**src/rtl/smb_mon_pkg.sv**
```systemverilog
`timescale 1ns/1ps
package smb_mon_pkg;

    localparam int NUM_ERR = 6;

    // first field is the most significant bit of the flag vector
    typedef struct packed {
        logic setup;    // bit 5
        logic period;   // bit 4
        logic mext;     // bit 3
        logic sext;     // bit 2
        logic high_to;  // bit 1
        logic low_to;   // bit 0
    } smb_err_t;

    function automatic int imax(input int a, input int b);
        return (a > b) ? a : b;
    endfunction

endpackage

```
**src/rtl/smb_line_sync.sv**
```systemverilog
`timescale 1ns/1ps
module smb_line_sync #(
    parameter int W = 2
) (
    input  logic         clk,
    input  logic         rst_n,
    input  logic [W-1:0] d_i,
    output logic [W-1:0] q_o
);

    typedef struct packed {
        logic [W-1:0] meta;
        logic [W-1:0] hold;
    } sync_t;

    sync_t s_q, s_d;

    always_comb begin
        s_d.meta = d_i;
        s_d.hold = s_q.meta;
    end

    // idle bus level is high on both lines
    always_ff @(posedge clk or negedge rst_n) begin
        if (!rst_n) s_q <= '1;
        else        s_q <= s_d;
    end

    assign q_o = s_q.hold;

endmodule

```
**src/rtl/smb_cond_detect.sv**
```systemverilog
`timescale 1ns/1ps
module smb_cond_detect (
    input  logic clk,
    input  logic rst_n,
    input  logic scl_i,
    input  logic sda_i,
    output logic scl_rise_o,
    output logic scl_fall_o,
    output logic start_o,
    output logic stop_o
);

    typedef struct packed {
        logic scl;
        logic sda;
    } line_t;

    line_t p_q, p_d;

    always_comb begin
        p_d.scl = scl_i;
        p_d.sda = sda_i;
    end

    always_ff @(posedge clk or negedge rst_n) begin
        if (!rst_n) p_q <= '1;
        else        p_q <= p_d;
    end

    // data edges count as conditions only when the clock was high on both samples
    assign scl_rise_o = scl_i & ~p_q.scl;
    assign scl_fall_o = ~scl_i & p_q.scl;
    assign start_o    = scl_i & p_q.scl & p_q.sda & ~sda_i;
    assign stop_o     = scl_i & p_q.scl & ~p_q.sda & sda_i;

endmodule

```
**src/rtl/smb_phase_timer.sv**
```systemverilog
`timescale 1ns/1ps
module smb_phase_timer #(
    parameter int W = 8
) (
    input  logic         clk,
    input  logic         rst_n,
    input  logic         run_i,
    input  logic         clr_i,
    output logic [W-1:0] cnt_o
);

    localparam logic [W-1:0] SAT = '1;

    logic [W-1:0] cnt_q, cnt_d;

    always_comb begin
        cnt_d = cnt_q;
        if (clr_i)
            cnt_d = '0;
        else if (run_i && (cnt_q != SAT))
            cnt_d = cnt_q + 1'b1;
    end

    always_ff @(posedge clk or negedge rst_n) begin
        if (!rst_n) cnt_q <= '0;
        else        cnt_q <= cnt_d;
    end

    assign cnt_o = cnt_q;

endmodule

```
**src/rtl/smb_ext_budget.sv**
```systemverilog
`timescale 1ns/1ps
module smb_ext_budget #(
    parameter int LIM = 16
) (
    input  logic clk,
    input  logic rst_n,
    input  logic add_i,
    input  logic clr_i,
    output logic over_o
);

    localparam int W = $clog2(LIM + 2);
    localparam logic [W-1:0] LIM_C = W'(LIM);
    localparam logic [W-1:0] TOP_C = W'(LIM + 1);

    logic [W-1:0] acc_q, acc_d;

    always_comb begin
        acc_d = acc_q;
        if (clr_i)
            acc_d = '0;
        else if (add_i && (acc_q != TOP_C))
            acc_d = acc_q + 1'b1;
    end

    always_ff @(posedge clk or negedge rst_n) begin
        if (!rst_n) acc_q <= '0;
        else        acc_q <= acc_d;
    end

    // the tick that takes the sum past the budget; saturation keeps it a single event
    assign over_o = add_i & ~clr_i & (acc_q == LIM_C);

endmodule

```
**src/rtl/smbus_timeout_mon.sv**
```systemverilog
`timescale 1ns/1ps
module smbus_timeout_mon
    import smb_mon_pkg::*;
#(
    parameter int HL_W       = 8,
    parameter int LOW_TO_T   = 3_000_000,
    parameter int HIGH_STD_T = 5_000,
    parameter int SEXT_T     = 2_500_000,
    parameter int MEXT_T     = 1_000_000,
    parameter int LOW_MIN_T  = 470,
    parameter int HIGH_MIN_T = 400,
    parameter int SU_STA_T   = 470,
    parameter int SU_STO_T   = 400
) (
    input  logic               clk,
    input  logic               rst_n,
    input  logic               scl_i,
    input  logic               sda_i,
    input  logic               hold_req_i,
    input  logic               hi_sel_i,
    input  logic [HL_W-1:0]    hi_lim_hi_i,
    input  logic [HL_W-1:0]    hi_lim_lo_i,
    input  logic               err_clr_i,
    output logic               in_msg_o,
    output logic [NUM_ERR-1:0] err_flags_o,
    output logic               xact_rst_o
);

    localparam int LCNT_W = $clog2(LOW_TO_T + 2);
    localparam int HCNT_W = imax(imax($clog2(HIGH_STD_T + 2), 2 * HL_W + 1),
                                 $clog2(imax(SU_STA_T, SU_STO_T) + 2));

    localparam logic [LCNT_W-1:0] LOW_TO_C   = LCNT_W'(LOW_TO_T);
    localparam logic [LCNT_W-1:0] LOW_MIN_C  = LCNT_W'(LOW_MIN_T);
    localparam logic [HCNT_W-1:0] HI_STD_C   = HCNT_W'(HIGH_STD_T);
    localparam logic [HCNT_W-1:0] HIGH_MIN_C = HCNT_W'(HIGH_MIN_T);
    localparam logic [HCNT_W-1:0] SU_STA_C   = HCNT_W'(SU_STA_T);
    localparam logic [HCNT_W-1:0] SU_STO_C   = HCNT_W'(SU_STO_T);

    typedef struct packed {
        logic     in_msg;
        smb_err_t err;
        logic     xact_rst;
    } mon_state_t;

    mon_state_t st_q, st_d;

    logic [1:0]        raw_lines, sync_lines;
    logic              scl_s, sda_s;
    logic              scl_rise, scl_fall, start_ev, stop_ev;
    logic [LCNT_W-1:0] low_cnt;
    logic [HCNT_W-1:0] high_cnt;
    logic [HCNT_W-1:0] hi_lim;
    logic [1:0]        bud_add, bud_over;
    logic              bud_clr;
    smb_err_t          viol;

    assign raw_lines = {scl_i, sda_i};

    smb_line_sync #(.W(2)) u_sync (
        .clk   (clk),
        .rst_n (rst_n),
        .d_i   (raw_lines),
        .q_o   (sync_lines)
    );

    assign scl_s = sync_lines[1];
    assign sda_s = sync_lines[0];

    smb_cond_detect u_cond (
        .clk        (clk),
        .rst_n      (rst_n),
        .scl_i      (scl_s),
        .sda_i      (sda_s),
        .scl_rise_o (scl_rise),
        .scl_fall_o (scl_fall),
        .start_o    (start_ev),
        .stop_o     (stop_ev)
    );

    smb_phase_timer #(.W(LCNT_W)) u_low_tmr (
        .clk   (clk),
        .rst_n (rst_n),
        .run_i (~scl_s),
        .clr_i (scl_s),
        .cnt_o (low_cnt)
    );

    // high time restarts at a START or STOP so that idle time does not count
    smb_phase_timer #(.W(HCNT_W)) u_high_tmr (
        .clk   (clk),
        .rst_n (rst_n),
        .run_i (scl_s),
        .clr_i (~scl_s | start_ev | stop_ev),
        .cnt_o (high_cnt)
    );

    // index 0: local target holding the clock, index 1: controller
    assign bud_add[0] = st_q.in_msg & ~scl_s & hold_req_i;
    assign bud_add[1] = st_q.in_msg & ~scl_s & ~hold_req_i;
    assign bud_clr    = start_ev & ~st_q.in_msg;   // a repeated START keeps the sums

    for (genvar g = 0; g < 2; g++) begin : g_budget
        if (g == 0) begin : g_tgt
            smb_ext_budget #(.LIM(SEXT_T)) u_bud (
                .clk    (clk),
                .rst_n  (rst_n),
                .add_i  (bud_add[g]),
                .clr_i  (bud_clr),
                .over_o (bud_over[g])
            );
        end else begin : g_ctl
            smb_ext_budget #(.LIM(MEXT_T)) u_bud (
                .clk    (clk),
                .rst_n  (rst_n),
                .add_i  (bud_add[g]),
                .clr_i  (bud_clr),
                .over_o (bud_over[g])
            );
        end
    end

    always_comb begin
        hi_lim = hi_sel_i ? HCNT_W'({hi_lim_hi_i, hi_lim_lo_i}) : HI_STD_C;

        viol         = '0;
        viol.low_to  = ~scl_s & (low_cnt == LOW_TO_C);
        viol.high_to = st_q.in_msg & scl_s & (high_cnt == hi_lim);
        viol.sext    = bud_over[0];
        viol.mext    = bud_over[1];
        viol.period  = st_q.in_msg &
                       ((scl_rise & (low_cnt < LOW_MIN_C)) |
                        (scl_fall & (high_cnt < HIGH_MIN_C)));
        viol.setup   = st_q.in_msg &
                       ((start_ev & (high_cnt < SU_STA_C)) |
                        (stop_ev & (high_cnt < SU_STO_C)));

        st_d = st_q;
        if (err_clr_i)
            st_d.err = '0;
        st_d.err      = st_d.err | viol;
        st_d.xact_rst = (|viol) & (st_q.err == '0);

        if (|viol)
            st_d.in_msg = 1'b0;
        else if (start_ev)
            st_d.in_msg = 1'b1;
        else if (stop_ev)
            st_d.in_msg = 1'b0;
    end

    always_ff @(posedge clk or negedge rst_n) begin
        if (!rst_n) st_q <= '0;
        else        st_q <= st_d;
    end

    assign in_msg_o    = st_q.in_msg;
    assign err_flags_o = st_q.err;
    assign xact_rst_o  = st_q.xact_rst;

endmodule

```
**config.mk**
```make
export PLATFORM = sky130hd
export DESIGN_NAME = smbus_timeout_mon
export DESIGN_NICKNAME = d
export VERILOG_FILES = /design/src/rtl/smb_mon_pkg.sv /design/src/rtl/smb_line_sync.sv /design/src/rtl/smb_cond_detect.sv /design/src/rtl/smb_phase_timer.sv /design/src/rtl/smb_ext_budget.sv /design/src/rtl/smbus_timeout_mon.sv
export SDC_FILE = /design/constraint.sdc
export NUM_CORES = 1
export LEC_CHECK = 0
export BUFFER_PORTS_ARGS = -buffer_cell sky130_fd_sc_hd__buf_2
export CORE_ASPECT_RATIO = 0.75
export CORE_MARGIN = 3
export CORE_UTILIZATION = 53
export CTS_BUF_LIST = sky130_fd_sc_hd__clkbuf_4 sky130_fd_sc_hd__clkbuf_8
export DETAILED_ROUTE_END_ITERATION = 10
export GPL_TIMING_DRIVEN = 0
export PLACE_DENSITY = 0.71
export SLEW_MARGIN = 10
export SYNTH_ARGS = -nofsm -noshare
export SYNTH_HDL_FRONTEND = slang
export SYNTH_SLANG_ARGS = --single-unit
```
**constraint.sdc**
```tcl
create_clock -name clk -period 4 [get_ports clk]
set_input_delay 0.6 -clock clk [delete_from_list [all_inputs] [get_ports clk]]
set_output_delay 0.6 -clock clk [all_outputs]
set_load 0.005 [all_outputs]
```
==> metrics.log, run 1 <==
INFO  metric synthDistinctLibCells = 57
INFO  metric fin_crit_sh = 71.4%
INFO  metric antenna_violating_nets_post_route = 0
INFO  metric net_count_final = 637
INFO  metric holdBufCountCts = 0
INFO  metric ys_async_sr_fraction = 100%
INFO  metric route.detailed.drc = 0
INFO  metric postSynthCellCount = 563
INFO  metric finalWirelength = 11400 um
INFO  metric min_path_type = in -> async
INFO  metric dp_hpwl = 8360 um
INFO  metric buffer_ports.inserted = 29
INFO  metric drt-initial-drc-count = 388
INFO  metric die_area = 0.0111 mm^2
INFO  metric timing.reg2reg.setup_slack = 1140 ps
INFO  metric floorplan.rows = 30
INFO  metric fill_cells = 803
INFO  metric crit_required = 4280 ps
INFO  metric floorplan.die.height = 91.9 um
INFO  metric syn_to_final_growth = 11.8%
INFO  metric chipWidth = 121 um
INFO  metric crit-reg2reg-capture = u_high_tmr.cnt_o[9]$_DFFE_PN0P_
INFO  metric crit-reg2reg-launch = u_high_tmr.cnt_o[8]$_DFFE_PN0P_
INFO  metric rr_worst_depth = 12
INFO  metric synthMostInstantiatedCell = sky130_fd_sc_hd__nor2_1
INFO  metric ys.flop_type = sky130_fd_sc_hd__dfrtp_1
INFO  metric tightest_slew = 742 ps
INFO  metric worst_skew_pair.late_latency = 370 ps
INFO  metric viasPerCell = 5.74
INFO  metric fin_crit = 2860 ps
INFO  metric finalInstanceArea = 0.00583 mm^2
INFO  metric overall_routing_resource_usage = 21.5%
INFO  metric fin_total_pwr = 2140 uW
INFO  metric met2_wirelength = 5100 um
INFO  metric grt_pass1_vias = 3979
INFO  metric clockRootBuffer = sky130_fd_sc_hd__clkbuf_8
INFO  metric timing.max_cap.violations = 0
INFO  metric grt_pass1_wl = 19300 um
INFO  metric timing.hold.ws = 243 ps
INFO  metric vias = 4227
INFO  metric worstSetupPathType = reg -> reg
INFO  metric critical_path.startpoint = u_high_tmr.cnt_o[8]$_DFFE_PN0P_
INFO  metric final-setup-viol-count = 0
INFO  metric final.setup.tns = 0 ps
INFO  metric cts-resized-gates = 0
INFO  metric fin_util = 62.6%
INFO  metric worstPathMaxFanout = 10
INFO  metric initial_antenna_violation_count = 0
INFO  metric cts_sinks = 95
INFO  metric critical_path_arrival = 3140 ps
INFO  metric setup_repair_after_global_routing_missed_its_margin = false
INFO  metric cts-buffers-inserted = 9
INFO  metric netlist.top_cell.by_area = sky130_fd_sc_hd__dfrtp_1
INFO  metric fmax = 0.350 GHz
INFO  metric synth_top_area_share = 42.7%
INFO  metric syn_nets = 596
INFO  metric worst_setup_hold_path_clk_slew = 90 ps
INFO  metric routed.top_layer = met4
INFO  metric cts_tree = built
INFO  metric drt-pass1-iter-count = 5
INFO  metric num_io_pins = 31
INFO  metric synth_top_cells_by_area = sky130_fd_sc_hd__dfrtp_1, sky130_fd_sc_hd__xor2_1, sky130_fd_sc_hd__nor2_1
INFO  metric post_drt_wl_per_cell = 15.5 um
INFO  metric design.core.area = 0.00931 mm^2
INFO  metric post_synth_most_frequent_cells = sky130_fd_sc_hd__nor2_1, sky130_fd_sc_hd__dfrtp_1, sky130_fd_sc_hd__xor2_1, sky130_fd_sc_hd__nand2_1, sky130_fd_sc_hd__nand4_1
INFO  metric seq_area_frac_synth = 45.7%
INFO  metric wl_met1 = 5670 um
INFO  metric timing.critical_path.to_type = register
INFO  metric cts_buffer_depth = 2
INFO  metric worst_slew_margin_rel = 50.0%
INFO  metric report.final.hold_viol_count = 0
INFO  metric cts_htree_levels = 3
INFO  metric synth_enable_flop_cells = 0
INFO  metric syn_area = 0.00522 mm^2
INFO  metric syn_avg_cell_area = 9.27 um^2
INFO  metric crit_start_category = register
INFO  metric timing.final.max_slew_violations = 0
INFO  metric wl_met3 = 535 um
INFO  metric outcome = finished, final reports clean
INFO  metric maximum_number_of_pins_on_one_net_before_global_route_repair = 49
INFO  metric pwr_density_cell = 367 mW/mm^2
INFO  metric vdd_ir_drop_max = 0.284 mV
INFO  metric synth-seq-cells = 95
INFO  metric cts_setup_buffers = 0
INFO  metric drive_gt1_share = 10.0%
INFO  metric grt-ovfl-total = 0
INFO  metric insertedDiodeCount = 0
INFO  metric worst_clock_skew = 13.5 ps
INFO  metric total_leakage_power = 0.00263 uW
INFO  metric critical_path.endpoint = u_high_tmr.cnt_o[9]$_DFFE_PN0P_
INFO  metric synth-warning-count = 0
INFO  metric initial_utilization = 56.0%
INFO  metric gp_congestion = 0.910
INFO  metric place_area = 0.00555 mm^2
## flip-flops by register name, summed over array words and instances (netlist names)
signal and flops:
g_budget.g_ctl.u_bud.acc_q 20, u_sync.s_d 2, u_cond.p_q 2, err_flags_o 6
u_sync.q_o 2, g_budget.g_tgt.u_bud.acc_q 22, u_high_tmr.cnt_o 17, in_msg_o 1
u_low_tmr.cnt_o 22, xact_rst_o 1
## layout make-up
| type | count | area (um^2) | area share (%) |
|---|---|---|---|
| clock buffer | 11 | 151 | 2.60 |
| multi-input combinational | 425 | 2660 | 45.7 |
| timing repair buffer | 30 | 175 | 3.00 |
| tap | 128 | 160 | 2.75 |
| clock inverter | 5 | 128 | 2.19 |
| inverter | 18 | 67.6 | 1.16 |
| buffer | 25 | 103 | 1.76 |
| sequential | 95 | 2380 | 40.9 |
## placed cells by master (no fill, tap or decap), types with 6 or more instances in the layout
master                     instances
sky130_fd_sc_hd__and3_1           20
sky130_fd_sc_hd__nor4_1            9
sky130_fd_sc_hd__xor2_1           46
sky130_fd_sc_hd__nand2_1          39
sky130_fd_sc_hd__xnor2_1          25
sky130_fd_sc_hd__nor2b_1           9
sky130_fd_sc_hd__nor2_1           97
sky130_fd_sc_hd__nand3_1          25
sky130_fd_sc_hd__clkbuf_1         23
sky130_fd_sc_hd__inv_1            18
sky130_fd_sc_hd__o21ai_0          10
sky130_fd_sc_hd__dfrtp_1          89
sky130_fd_sc_hd__a21oi_1          15
sky130_fd_sc_hd__ha_1             10
sky130_fd_sc_hd__dfstp_2           6
sky130_fd_sc_hd__clkbuf_8         11
sky130_fd_sc_hd__nand4b_1          6
sky130_fd_sc_hd__or3_1             7
sky130_fd_sc_hd__buf_2            29
sky130_fd_sc_hd__and4_1            8
sky130_fd_sc_hd__nand4_1          26
sky130_fd_sc_hd__nor3_1           10
## cell families after synthesis
logic type / share of synthesized area, %
buffers and inverters: 3.26
AO/OA/AOI/OAI: 7.43
adder cells (fa/ha/maj): 2.40
flip-flops: 45.7
multiplexers: 0.767
XOR/XNOR: 11.9
AND/OR/NAND/NOR: 28.5
## how the worst min path moves through the flow
stage | start | to | slack [ps] | cells after the start
4_1_cts | rst_n | u_low_tmr.cnt_o[2]$_DFFE_PN0P_ | 260 | 1
2_1_floorplan | rst_n | err_flags_o[0]$_DFF_PN0_ | 300 | 0
3_5_place_dp | u_sync.s_d[1]$_DFF_PN1_ | u_sync.q_o[1]$_DFF_PN1_ | 350 | 0
6_report | rst_n | u_low_tmr.cnt_o[2]$_DFFE_PN0P_ | 240 | 1
5_1_grt | rst_n | u_low_tmr.cnt_o[0]$_DFFE_PN0P_ | 270 | 1
3_3_place_gp | u_sync.s_d[1]$_DFF_PN1_ | u_sync.q_o[1]$_DFF_PN1_ | 350 | 0
## metrics by stage
stage | cells | setup slack (ps)
finish | 737 | 1140
global route | 737 | 945
CTS | 737 | 1150
detailed placement | 721 | 1180
global placement | 720 | 1210
floorplan | 563 | 1550
## routing by layer
layer  track usage (%)  up-vias
met1              32.3     2053
met3              4.56        9
met4              4.34        0
met5                 0        -
li1                  -     2051
met2              32.4      114
## where the power goes
part           total, uW  internal [uW]  leakage, uW  switching, uW
sequential          1060           1000      0.00129           53.0
clock                846            512     0.000136            333
combinational        237           93.7      0.00120            143
## critical path: stages, from the launching register on
cell	delay [ps]
sky130_fd_sc_hd__dfrtp_1	360
sky130_fd_sc_hd__clkbuf_1	230
sky130_fd_sc_hd__and4_1	290
sky130_fd_sc_hd__and3_1	230
sky130_fd_sc_hd__nand4_1	140
sky130_fd_sc_hd__nor2_1	70
sky130_fd_sc_hd__ha_1	260
sky130_fd_sc_hd__nor2b_1	150
sky130_fd_sc_hd__and3_1	160
sky130_fd_sc_hd__clkbuf_1	260
sky130_fd_sc_hd__nand2_1	140
sky130_fd_sc_hd__or3_1	320
sky130_fd_sc_hd__a21oi_1	160
Power figures use the tool's default switching activity.
==> inputs of run 2 (changes only) <==
- clock period: 4 -> 2.97 ns (I/O delays scaled with it)
==> run 2 against run 1 <==
Effect of this change: sequential power increased by 34%; combinational power is 34% higher; final cell count is 0.54% lower; clock skew is 1.5 ps lower; critical path depth is the same; non-clock buffer count is 4 lower; via count barely moved; die area unchanged; critical endpoint is now u_high_tmr.cnt_o[10]$_DFFE_PN0P_.
==> metrics.log, run 2 (same netlist as run 1, synthesis figures left out) <==
INFO  metric floorplan.die.height = 91.9 um (unchanged)
INFO  metric initial_utilization = 56.0% (unchanged)
INFO  metric cts_htree_levels = 3 (unchanged)
INFO  metric min_path_type = in -> async
INFO  metric clockRootBuffer = sky130_fd_sc_hd__clkbuf_8
INFO  metric vdd_ir_drop_max = 0.380 mV (+34%)
INFO  metric insertedDiodeCount = 0 (unchanged)
INFO  metric final-setup-viol-count = 0 (unchanged)
INFO  metric grt_pass1_wl = 19300 um (unchanged)
INFO  metric critical_path.startpoint = u_high_tmr.cnt_o[5]$_DFFE_PN0P_
INFO  metric dp_hpwl = 8360 um (unchanged)
INFO  metric initial_antenna_violation_count = 0 (unchanged)
INFO  metric critical_path_arrival = 3020 ps (-120 ps)
INFO  metric pwr_density_cell = 495 mW/mm^2 (+35%)
INFO  metric fin_crit_sh = 93.6% (+22 points)
INFO  metric tightest_slew = 741 ps (-1.22 ps)
INFO  metric die_area = 0.0111 mm^2 (unchanged)
INFO  metric overall_routing_resource_usage = 21.5% (unchanged)
INFO  metric cts_sinks = 95 (unchanged)
INFO  metric gp_congestion = 0.910 (unchanged)
INFO  metric timing.critical_path.to_type = register
INFO  metric floorplan.rows = 30 (unchanged)
INFO  metric layout.cells.most_common = sky130_fd_sc_hd__nor2_1
INFO  metric holdBufCountCts = 0 (unchanged)
INFO  metric crit_start_category = register
INFO  metric outcome = finished, final reports clean
INFO  metric maximum_number_of_pins_on_one_net_before_global_route_repair = 49 (unchanged)
INFO  metric fmax = 0.360 GHz (+2.7%)
INFO  metric worst_skew_pair.late_latency = 370 ps (about the same)
INFO  metric antenna_violating_nets_post_route = 0 (unchanged)
INFO  metric net_count_final = 633 (-0.63%)
INFO  metric timing.max_cap.violations = 0 (unchanged)
INFO  metric worstPathMaxFanout = 8 (-2)
INFO  metric viasPerCell = 5.77 (+0.52%)
INFO  metric buffer_ports.inserted = 29 (unchanged)
INFO  metric cts_tree = built
INFO  metric place_inst = 721 (unchanged)
INFO  metric finalWirelength = 11400 um (-0.35%)
INFO  metric fin_crit = 2780 ps (-74.9 ps)
INFO  metric grt-ovfl-total = 0 (unchanged)
INFO  metric setup_repair_after_global_routing_missed_its_margin = false
INFO  metric grt_pass1_vias = 3979 (unchanged)
INFO  metric total_leakage_power = 0.00263 uW (-0.18%)
INFO  metric worst_clock_skew = 12.0 ps (-1.54 ps)
INFO  metric cts_buffer_depth = 2 (unchanged)
INFO  metric crit_required = 3210 ps (-1070 ps)
INFO  metric worstSetupPathType = reg -> reg
INFO  metric route.detailed.drc = 0 (unchanged)
INFO  metric chipWidth = 121 um (unchanged)
INFO  metric final_cells = 733 (-0.54%)
INFO  metric final.setup.tns = 0 ps (unchanged)
INFO  metric drt-pass1-iter-count = 5 (unchanged)
INFO  metric design.core.area = 0.00931 mm^2 (unchanged)
INFO  metric worst_setup_hold_path_clk_slew = 90 ps (about the same)
INFO  metric top_library_cells_by_usage_in_the_layout_fill_and_taps_aside = sky130_fd_sc_hd__nor2_1, sky130_fd_sc_hd__dfrtp_1, sky130_fd_sc_hd__xor2_1
INFO  metric crit-reg2reg-launch = u_high_tmr.cnt_o[5]$_DFFE_PN0P_
INFO  metric worst_slew_margin_rel = 50.1% (+0.082 points)
INFO  metric cts-buffers-inserted = 9 (unchanged)
INFO  metric drive_gt1_share = 10.1% (+0.066 points)
INFO  metric num_io_pins = 31 (unchanged)
INFO  metric report.final.hold_viol_count = 0 (unchanged)
INFO  metric drt-initial-drc-count = 379 (-2.3%)
INFO  metric syn_to_final_growth = 11.5%
INFO  metric cts-resized-gates = 0 (unchanged)
INFO  metric vias = 4226 (-0.024%)
INFO  metric timing.final.max_slew_violations = 0 (unchanged)
INFO  metric post_drt_wl_per_cell = 15.5 um (+0.19%)
==> run 2: report_power, final <==
| part | leakage [uW] | switching, uW | internal [uW] | total (uW) |
|---|---|---|---|---|
| Sequential | 0.00129 | 71.5 | 1350 | 1420 |
| Combinational | 0.00120 | 192 | 126 | 318 |
| Clock | 0.000136 | 448 | 690 | 1140 |
| Total | 0.00263 | 711 | 2170 | 2880 |
==> run 2: critical path, cell delays in order (launching register included) <==
cell and delay (ps):
sky130_fd_sc_hd__dfrtp_1 330, sky130_fd_sc_hd__clkbuf_1 280, sky130_fd_sc_hd__and4_1 310, sky130_fd_sc_hd__and3_1 260, sky130_fd_sc_hd__nand4_1 160, sky130_fd_sc_hd__nor2_1 140, sky130_fd_sc_hd__ha_1 290, sky130_fd_sc_hd__nor2b_1 90
sky130_fd_sc_hd__and2_1 240, sky130_fd_sc_hd__and3_1 240, sky130_fd_sc_hd__nand3_1 110, sky130_fd_sc_hd__xor2_1 160, sky130_fd_sc_hd__nor2_1 60
==> run 2: area by class of cell <==
cell class              count  area [um^2]
plain buffers              21         87.6
clock buffers              11          151
clock inverters             5          128
fillers                   804         3490
inverters                  18         67.6
multi-input cells         425         2660
flip-flops and latches     95         2380
well taps                 128          160
repair buffers             30          175
==> run 2: per-stage QoR <==
stage               cell area [um^2]  power [uW]  utilization (%)  hold slack (ps)  worst slack (ps)
finish                          5820        2880             62.5             85.4               189
global route                    5820        3010             62.5              117              12.8
CTS                             5830        2910             62.6              103               123
detailed placement              5550        1770             59.7              347               148
global placement                5520        1750             59.3              347               183
floorplan                       5220        1630                -              150               517
==> run 2: what timing repair did <==
item                                    4_1_cts  5_1_grt
buffers inserted                              0        0
endpoints found under the setup margin        0        3
hold endpoints to repair                      0        0
==> run 2: per-layer routing <==
layer / global-route usage, % / vias up / wire [um]
met4: 4.34 / 0 / 106
met1: 32.3 / 2066 / 5620
met5: 0 / - / 0
met3: 4.56 / 11 / 542
li1: - / 2042 / -
met2: 32.4 / 107 / 5090
==> run 2: final timing paths <==
check	to	slack, ps	cells after the start
hold reg to reg	u_sync.q_o[1]$_DFF_PN1_	360	0
min in group clk	u_sync.s_d[0]$_DFF_PN1_	160	1
setup reg to reg	u_high_tmr.cnt_o[10]$_DFFE_PN0P_	190	12
setup / recovery	u_high_tmr.cnt_o[10]$_DFFE_PN0P_	190	12
hold / removal	u_low_tmr.cnt_o[2]$_DFFE_PN0P_	90	1
max in group asynchronous	g_budget[0].g_tgt.u_bud.acc_q[15]$_DFFE_PN0P_	2220	2
